$ cat src/rtl/pinmux_pkg.sv
// Shared definitions for the GPIO port with peripheral pin ownership.
// Assumes a 2-bit register select on the bus.
package pinmux_pkg;
    localparam int ADDR_W = 2;

    typedef enum logic [ADDR_W-1:0] {
        SEL_DOUT = 2'd0,
        SEL_DIR  = 2'd1,
        SEL_PINS = 2'd2,
        SEL_NONE = 2'd3
    } reg_sel_e;
endpackage

$ cat src/rtl/pinmux_sync.sv
// Multi-stage synchroniser for the pad inputs.
// Assumes pad_in is asynchronous to clk. Output lags the pad by STAGES edges.
module pinmux_sync #(
    parameter int N_PINS = 8,
    parameter int STAGES = 2
) (
    input  logic              clk,
    input  logic              rst_n,
    input  logic [N_PINS-1:0] pad_in,
    output logic [N_PINS-1:0] sync_out
);
    localparam int CNT_W = $clog2(STAGES + 1);

    logic [N_PINS-1:0] stage_q [STAGES];

    // Shift the pad levels through the synchroniser chain.
    always_ff @(posedge clk) begin
        if (!rst_n) begin
            for (int k = 0; k < STAGES; k++) stage_q[k] <= '0;
        end else begin
            stage_q[0] <= pad_in;
            for (int k = 1; k < STAGES; k++) stage_q[k] <= stage_q[k-1];
        end
    end

    assign sync_out = stage_q[STAGES-1];

    // Count edges since reset so the delay check starts once the chain is full.
    logic [CNT_W-1:0] warm_q;
    always_ff @(posedge clk) begin
        if (!rst_n)                           warm_q <= '0;
        else if (warm_q != CNT_W'(STAGES))    warm_q <= warm_q + 1'b1;
    end

    generate
        if (STAGES == 2) begin : g_chk2
            a_r4_two_edge_delay: assert property (@(posedge clk) disable iff (!rst_n)
                (warm_q == CNT_W'(STAGES)) |-> (sync_out == $past(pad_in, 2)));
        end
    endgenerate
endmodule

$ cat src/rtl/pinmux_regs.sv
// Register bank: data-output and direction registers, plus read decode.
// Assumes a single-cycle write strobe and combinational read. Direction bits
// not set in DIR_IMPL are not stored and read 0.
module pinmux_regs
    import pinmux_pkg::*;
#(
    parameter int              N_PINS   = 8,
    parameter logic [N_PINS-1:0] DIR_IMPL = 8'hF3
) (
    input  logic              clk,
    input  logic              rst_n,
    input  logic              bus_wr,
    input  logic [ADDR_W-1:0] bus_addr,
    input  logic [N_PINS-1:0] bus_wdata,
    input  logic [N_PINS-1:0] pin_state,
    output logic [N_PINS-1:0] bus_rdata,
    output logic [N_PINS-1:0] dir_q,
    output logic [N_PINS-1:0] dout_q
);
    reg_sel_e sel;
    assign sel = reg_sel_e'(bus_addr);

    logic wr_dir, wr_dout;
    assign wr_dir  = bus_wr && (sel == SEL_DIR);
    assign wr_dout = bus_wr && (sel == SEL_DOUT);

    // Data-output register: all bits are stored.
    always_ff @(posedge clk) begin
        if (!rst_n)       dout_q <= '0;
        else if (wr_dout) dout_q <= bus_wdata;
    end

    // Direction register: only the implemented bits get a flop.
    generate
        for (genvar i = 0; i < N_PINS; i++) begin : g_dir
            if (DIR_IMPL[i]) begin : g_impl
                always_ff @(posedge clk) begin
                    if (!rst_n)      dir_q[i] <= 1'b0;
                    else if (wr_dir) dir_q[i] <= bus_wdata[i];
                end
            end else begin : g_tie
                assign dir_q[i] = 1'b0;
            end
        end
    endgenerate

    // Read multiplexer.
    always_comb begin
        unique case (sel)
            SEL_DOUT: bus_rdata = dout_q;
            SEL_DIR:  bus_rdata = dir_q;
            SEL_PINS: bus_rdata = pin_state;
            default:  bus_rdata = '0;
        endcase
    end

    a_r1_reset_clears: assert property (@(posedge clk)
        !rst_n |=> (dir_q == '0 && dout_q == '0));
    a_r2_dir_written: assert property (@(posedge clk) disable iff (!rst_n)
        wr_dir |=> (dir_q == ($past(bus_wdata) & DIR_IMPL)));
    a_r9_hold_otherwise: assert property (@(posedge clk) disable iff (!rst_n)
        !(wr_dir || wr_dout) |=> ($stable(dir_q) && $stable(dout_q)));
endmodule

$ cat src/rtl/pinmux_owner.sv
// Per-pin ownership multiplexer. It picks pad enable and value from the SPI,
// the transmitter, the receiver or the GPIO registers. Purely combinational.
module pinmux_owner #(
    parameter int N_PINS   = 8,
    parameter int SPI_BASE = 4,
    parameter int SPI_CNT  = 4,
    parameter int TX_PIN   = 1,
    parameter int RX_PIN   = 0
) (
    input  logic [N_PINS-1:0]  dir_q,
    input  logic [N_PINS-1:0]  dout_q,
    input  logic               spi_en,
    input  logic [SPI_CNT-1:0] spi_oe,
    input  logic [SPI_CNT-1:0] spi_do,
    input  logic               ser_tx_en,
    input  logic               ser_tx_d,
    input  logic               ser_rx_en,
    output logic [N_PINS-1:0]  pad_oe,
    output logic [N_PINS-1:0]  pad_out
);
    // Each pin gets the mux variant that matches its owner group.
    generate
        for (genvar i = 0; i < N_PINS; i++) begin : g_pin
            if (i >= SPI_BASE && i < SPI_BASE + SPI_CNT) begin : g_spi
                assign pad_oe[i]  = spi_en ? spi_oe[i-SPI_BASE] : dir_q[i];
                assign pad_out[i] = spi_en ? spi_do[i-SPI_BASE] : dout_q[i];
            end else if (i == TX_PIN) begin : g_tx
                assign pad_oe[i]  = ser_tx_en ? 1'b1 : dir_q[i];
                assign pad_out[i] = ser_tx_en ? ser_tx_d : dout_q[i];
            end else if (i == RX_PIN) begin : g_rx
                assign pad_oe[i]  = ser_rx_en ? 1'b0 : dir_q[i];
                assign pad_out[i] = dout_q[i];
            end else begin : g_gpio
                assign pad_oe[i]  = dir_q[i];
                assign pad_out[i] = dout_q[i];
            end
        end
    endgenerate
endmodule

$ cat src/rtl/pinmux_port.sv
// Top level of the 8-pin GPIO port with peripheral pin ownership.
// It ties together the synchroniser, the register bank and the ownership mux.
// Assumes a synchronous active-low reset and a single clock domain for the bus.
module pinmux_port
    import pinmux_pkg::*;
#(
    parameter int                N_PINS      = 8,
    parameter int                SPI_BASE    = 4,
    parameter int                SPI_CNT     = 4,
    parameter int                TX_PIN      = 1,
    parameter int                RX_PIN      = 0,
    parameter int                SYNC_STAGES = 2,
    parameter logic [N_PINS-1:0] DIR_IMPL    = 8'hF3
) (
    input  logic               clk,
    input  logic               rst_n,
    input  logic               bus_wr,
    input  logic [ADDR_W-1:0]  bus_addr,
    input  logic [N_PINS-1:0]  bus_wdata,
    output logic [N_PINS-1:0]  bus_rdata,
    input  logic [N_PINS-1:0]  pad_in,
    output logic [N_PINS-1:0]  pad_oe,
    output logic [N_PINS-1:0]  pad_out,
    input  logic               spi_en,
    input  logic [SPI_CNT-1:0] spi_oe,
    input  logic [SPI_CNT-1:0] spi_do,
    output logic [SPI_CNT-1:0] spi_di,
    input  logic               ser_tx_en,
    input  logic               ser_tx_d,
    input  logic               ser_rx_en,
    output logic               ser_rx_d
);
    logic [N_PINS-1:0] pins_s;
    logic [N_PINS-1:0] dir_q;
    logic [N_PINS-1:0] dout_q;

    pinmux_sync #(.N_PINS(N_PINS), .STAGES(SYNC_STAGES)) u_sync (
        .clk      (clk),
        .rst_n    (rst_n),
        .pad_in   (pad_in),
        .sync_out (pins_s)
    );

    pinmux_regs #(.N_PINS(N_PINS), .DIR_IMPL(DIR_IMPL)) u_regs (
        .clk       (clk),
        .rst_n     (rst_n),
        .bus_wr    (bus_wr),
        .bus_addr  (bus_addr),
        .bus_wdata (bus_wdata),
        .pin_state (pins_s),
        .bus_rdata (bus_rdata),
        .dir_q     (dir_q),
        .dout_q    (dout_q)
    );

    pinmux_owner #(
        .N_PINS(N_PINS), .SPI_BASE(SPI_BASE), .SPI_CNT(SPI_CNT),
        .TX_PIN(TX_PIN), .RX_PIN(RX_PIN)
    ) u_owner (
        .dir_q     (dir_q),
        .dout_q    (dout_q),
        .spi_en    (spi_en),
        .spi_oe    (spi_oe),
        .spi_do    (spi_do),
        .ser_tx_en (ser_tx_en),
        .ser_tx_d  (ser_tx_d),
        .ser_rx_en (ser_rx_en),
        .pad_oe    (pad_oe),
        .pad_out   (pad_out)
    );

    // Peripheral receive paths take the synchronised pad levels.
    assign spi_di   = pins_s[SPI_BASE +: SPI_CNT];
    assign ser_rx_d = pins_s[RX_PIN];

    a_r2_unimpl_undriven: assert property (@(posedge clk) disable iff (!rst_n)
        ((pad_oe & ~DIR_IMPL) == '0));
    a_r5_spi_owns: assert property (@(posedge clk) disable iff (!rst_n)
        spi_en |-> (pad_oe[SPI_BASE +: SPI_CNT] == spi_oe &&
                    pad_out[SPI_BASE +: SPI_CNT] == spi_do));
    a_r6_tx_drives: assert property (@(posedge clk) disable iff (!rst_n)
        ser_tx_en |-> (pad_oe[TX_PIN] && pad_out[TX_PIN] == ser_tx_d));
    a_r7_rx_input: assert property (@(posedge clk) disable iff (!rst_n)
        ser_rx_en |-> !pad_oe[RX_PIN]);
    a_r10_dir_to_pad: assert property (@(posedge clk) disable iff (!rst_n)
        (bus_wr && bus_addr == SEL_DIR && !spi_en && !ser_tx_en && !ser_rx_en) |=>
        (spi_en || ser_tx_en || ser_rx_en || pad_oe == ($past(bus_wdata) & DIR_IMPL)));
endmodule

$ cat config.mk
export PLATFORM = sky130hd
export DESIGN_NAME = pinmux_port
export DESIGN_NICKNAME = d
export VERILOG_FILES = /design/src/rtl/pinmux_pkg.sv /design/src/rtl/pinmux_sync.sv /design/src/rtl/pinmux_regs.sv /design/src/rtl/pinmux_owner.sv /design/src/rtl/pinmux_port.sv
export SDC_FILE = /design/constraint.sdc
export NUM_CORES = 1
export LEC_CHECK = 0
export ABC_AREA = 1
export ABC_CLOCK_PERIOD_IN_PS = 1700
export CORE_MARGIN = 2
export CORE_UTILIZATION = 47
export CTS_BUF_LIST = sky130_fd_sc_hd__clkbuf_8
export DETAILED_ROUTE_END_ITERATION = 16
export PLACE_DENSITY = 0.87
export SLEW_MARGIN = 20
export SYNTH_ARGS = -nofsm -noshare
export SYNTH_HDL_FRONTEND = slang
export SYNTH_HIERARCHICAL = 1
export SYNTH_SLANG_ARGS = --single-unit
$ cat constraint.sdc
create_clock -name clk -period 1.7 [get_ports clk]
set_clock_uncertainty 0.2 [all_clocks]
set_input_delay 0.17 -clock clk [delete_from_list [all_inputs] [get_ports clk]]
set_output_delay 0.17 -clock clk [all_outputs]
set_load 0.05 [all_outputs]
==> impl_metrics.csv <==
group,metric,value,unit
setup_path,crit_required,1330,ps
route,routed_wl,3690,µm
setup_path,start_kind,"primary input",
synth,synthFlopType,"dfxtp_1",
timing,hold_violations,0,
floorplanning,die-width,60.64,µm
synth,synth_top_area_share,39.83,%
synth,yosysMostFrequentCell,"nand2_1",
power_and_ir_drop,p_per_area,887.8,nW/µm²
power_and_ir_drop,power_leakage,1.253,nW
synth,yosysSeqAreaShare,39.83,%
setup_path,cp-end-kind,"primary output",
route,vias,1455,
setup_path,critPathKind,"in2out",
timing,slew_viol_final,0,
placement,gp_congestion,0.8665,
synth,ys_ff_latch,30,
global_routing,use_met2,37.17,%
placement,io_buffers,59,
run,max_cap_violations,0,
synth,ys_warn_count,6,
synth,async_flop_share,0,%
floorplanning,row_count,20,
finish,regArea,600.6,µm²
floorplanning,initial_utilization,49.39,%
min_path,hold_path.class,"reg2reg",
min_path,hold_start,"u_sync/stage_q[0][1]$_SDFF_PN0_",
timing,holdWs,217.4,ps
cts,cts_buffers,5,
min_path,hold_depth,2,
floorplanning,die_h,60.64,µm
finish,final_layout_size_suffix_gt1_share,23.57,%
cts,htree_levels,2,
route,drc_errors,0,
timing,rsz0062_at_grt,"no",
synth,syn-cell-area,1508,µm²
cts,clk_pin_slew,60,ps
synth,avgSynthCellArea,6.916,µm²
synth,synth_edf_count,0,
placement,hpwl,2529,µm
setup_path,r2r_start,"u_regs/dir_q[6]$_SDFFE_PN0P_",
timing,setup_viol,0,
run_status,status,"finished, final reports clean",
timing,max_freq,614.0,MHz
global_routing,antenna_found_initial,0,
setup_path,r2r_cells,4,
synth,yosysTopAreaCell,"dfxtp_1",
timing,min_period,1629,ps
synth,synth_cells,218,
power_and_ir_drop,total_power,2.157,mW
cts,cts_tree,"done",
global_routing,grt_pass1_vias,1330,
cts,cts.sinks,30,
cts,clock_path_buffers,2,
global_routing,grt_max_degree,31,
finish,diodes,0,
cts,clk_latency,270,ps
global_routing,grt_usage,21.68,%
route,ant_nets,0,
min_path,hold_path_end,"u_sync/stage_q[0][9]$_SDFF_PN0_",
global_routing,top_usage_layer,"met2",
global_routing,grtUsageMet1,25.59,%
setup_path,cp_max_fo,4,
global_routing,grt_pass1_wl,5878,µm
cts,cts_root_buffer,"clkbuf_8",
route,drt_iter0_markers,106,
global_routing,globalRouteMet3Util,7.676,%
floorplanning,core_area,3053,µm²
route,routedWlPerCell,11.39,µm
finish,fill_cells,217,
finish,fin_nets,312,
setup_path,timing.rr.end,"u_regs/dir_q[6]$_SDFFE_PN0P_",
finish,synthToLayoutAreaGrowth,61.16,%
route,drtPass1Iterations,4,
synth,ys_types,19,
synth,yosys-top-cells-count,"77 x nand2_1, 33 x inv_1, 30 x dfxtp_1, 21 x nor2_1, 16 x buf_4",
setup_path,cp.arrival,1260,ps
timing,fin_crit_sh,95.80,%
setup_path,regToRegSetupSlack,790,ps
finish,multiInputGateArea,573.1,µm²
power_and_ir_drop,irDropWorstVdd,0.8338,mV
floorplanning,dieArea,3677,µm²
synth,synth_area_leaders,"dfxtp_1 40%, nand2_1 19%, inv_1 8.2%",
finish,final_util,79.59,%
route,avgViaCountPerCell,4.491,
global_routing,grt_overflow,0,
floorplanning,pin_count,62,
how the worst max path moves through the flow:
stage / start / end / slack, ps / cells after the start
after floorplan: bus_addr[1] / bus_rdata[0] / 140 / 3
after global placement: bus_addr[0] / bus_rdata[1] / -130 / 4
after detailed placement: bus_addr[0] / bus_rdata[6] / -180 / 4
after CTS: bus_addr[1] / bus_rdata[5] / 0.8 / 8
after global routing: bus_addr[1] / bus_rdata[0] / 4 / 7
final: bus_addr[1] / bus_rdata[0] / 70 / 7
logic make-up after synthesis:
kind of cell / Yosys count / share of synthesized area, %
AOI/OAI and AO/OA: 14 / 5.643
buffers and inverters: 58 / 22.90
DFF: 30 / 39.83
other: 1 / 0.2487
and+or+nand+nor: 115 / 31.37
power breakdown:
part	switching (mW)	leakage (nW)	internal, mW	total, mW
Sequential	0.0186	0.247	0.738	0.757
Combinational	0.273	0.935	0.247	0.519
Clock	0.256	0.0714	0.625	0.881
Total	0.548	1.25	1.61	2.16
state kept, by name, indices dropped and copies added (netlist names):
register	count
u_regs/dout_q	8
u_regs/dir_q	6
u_sync/stage_q	16
worst max-delay path: stages:
cell and delay, ps:
dlygate4sd2_1 280, inv_2 90, nor2_4 130, buf_6 120
nand2_1 70, o211ai_1 90, bufbuf_16 310
routing by layer:
| metal | part of all wire [%] | vias to the layer above |
|---|---|---|
| met4 | 0.33 | 0 |
| met2 | 51 | 62 |
| met5 | 0 | - |
| met1 | 42 | 639 |
| li1 | - | 752 |
| met3 | 7.3 | 2 |
metrics by stage:
step           std cells  setup slack [ps]  cell area, µm²  setup TNS (ps)
2_1_floorplan        219             141.0            1511               0
3_3_place_gp         310            -133.5            2212          -784.3
3_5_place_dp         310            -180.9            2212          -990.7
4_1_cts              324            0.7978            2437               0
5_1_grt              324             4.013            2430               0
6_report             324             71.47            2430               0
placed cells by master, fill, tap and decap left out, types with 2 or more instances in the layout:
master	netlist	final
nand2_2	5	6
clkbuf_8	2	6
nand2_1	77	76
buf_12	1	18
o211ai_1	6	6
inv_1	33	32
nor2_1	21	21
bufinv_16	0	2
clkdlybuf4s50_1	0	30
nand3_1	8	8
buf_4	16	23
conb_1	1	2
inv_2	1	2
dfxtp_1	30	30
a21oi_1	8	8
nor2_4	1	2
repair_timing:
action	4_1_cts	5_1_grt
resized for setup	10	4
setup endpoints to repair	7	2
buffers inserted	6	1
hold buffers	0	0
pin swaps	2	2
layout make-up:
type	count	share of cell area, %
Sequential cell	30	24.72
Inverter	34	5.252
Timing Repair Buffer	77	38.31
Tap cell	44	2.266
Clock buffer	6	3.399
Multi-Input combinational cell	131	23.58
Clock inverter	2	2.472
Note: power is estimated with default switching activity, not from simulation.
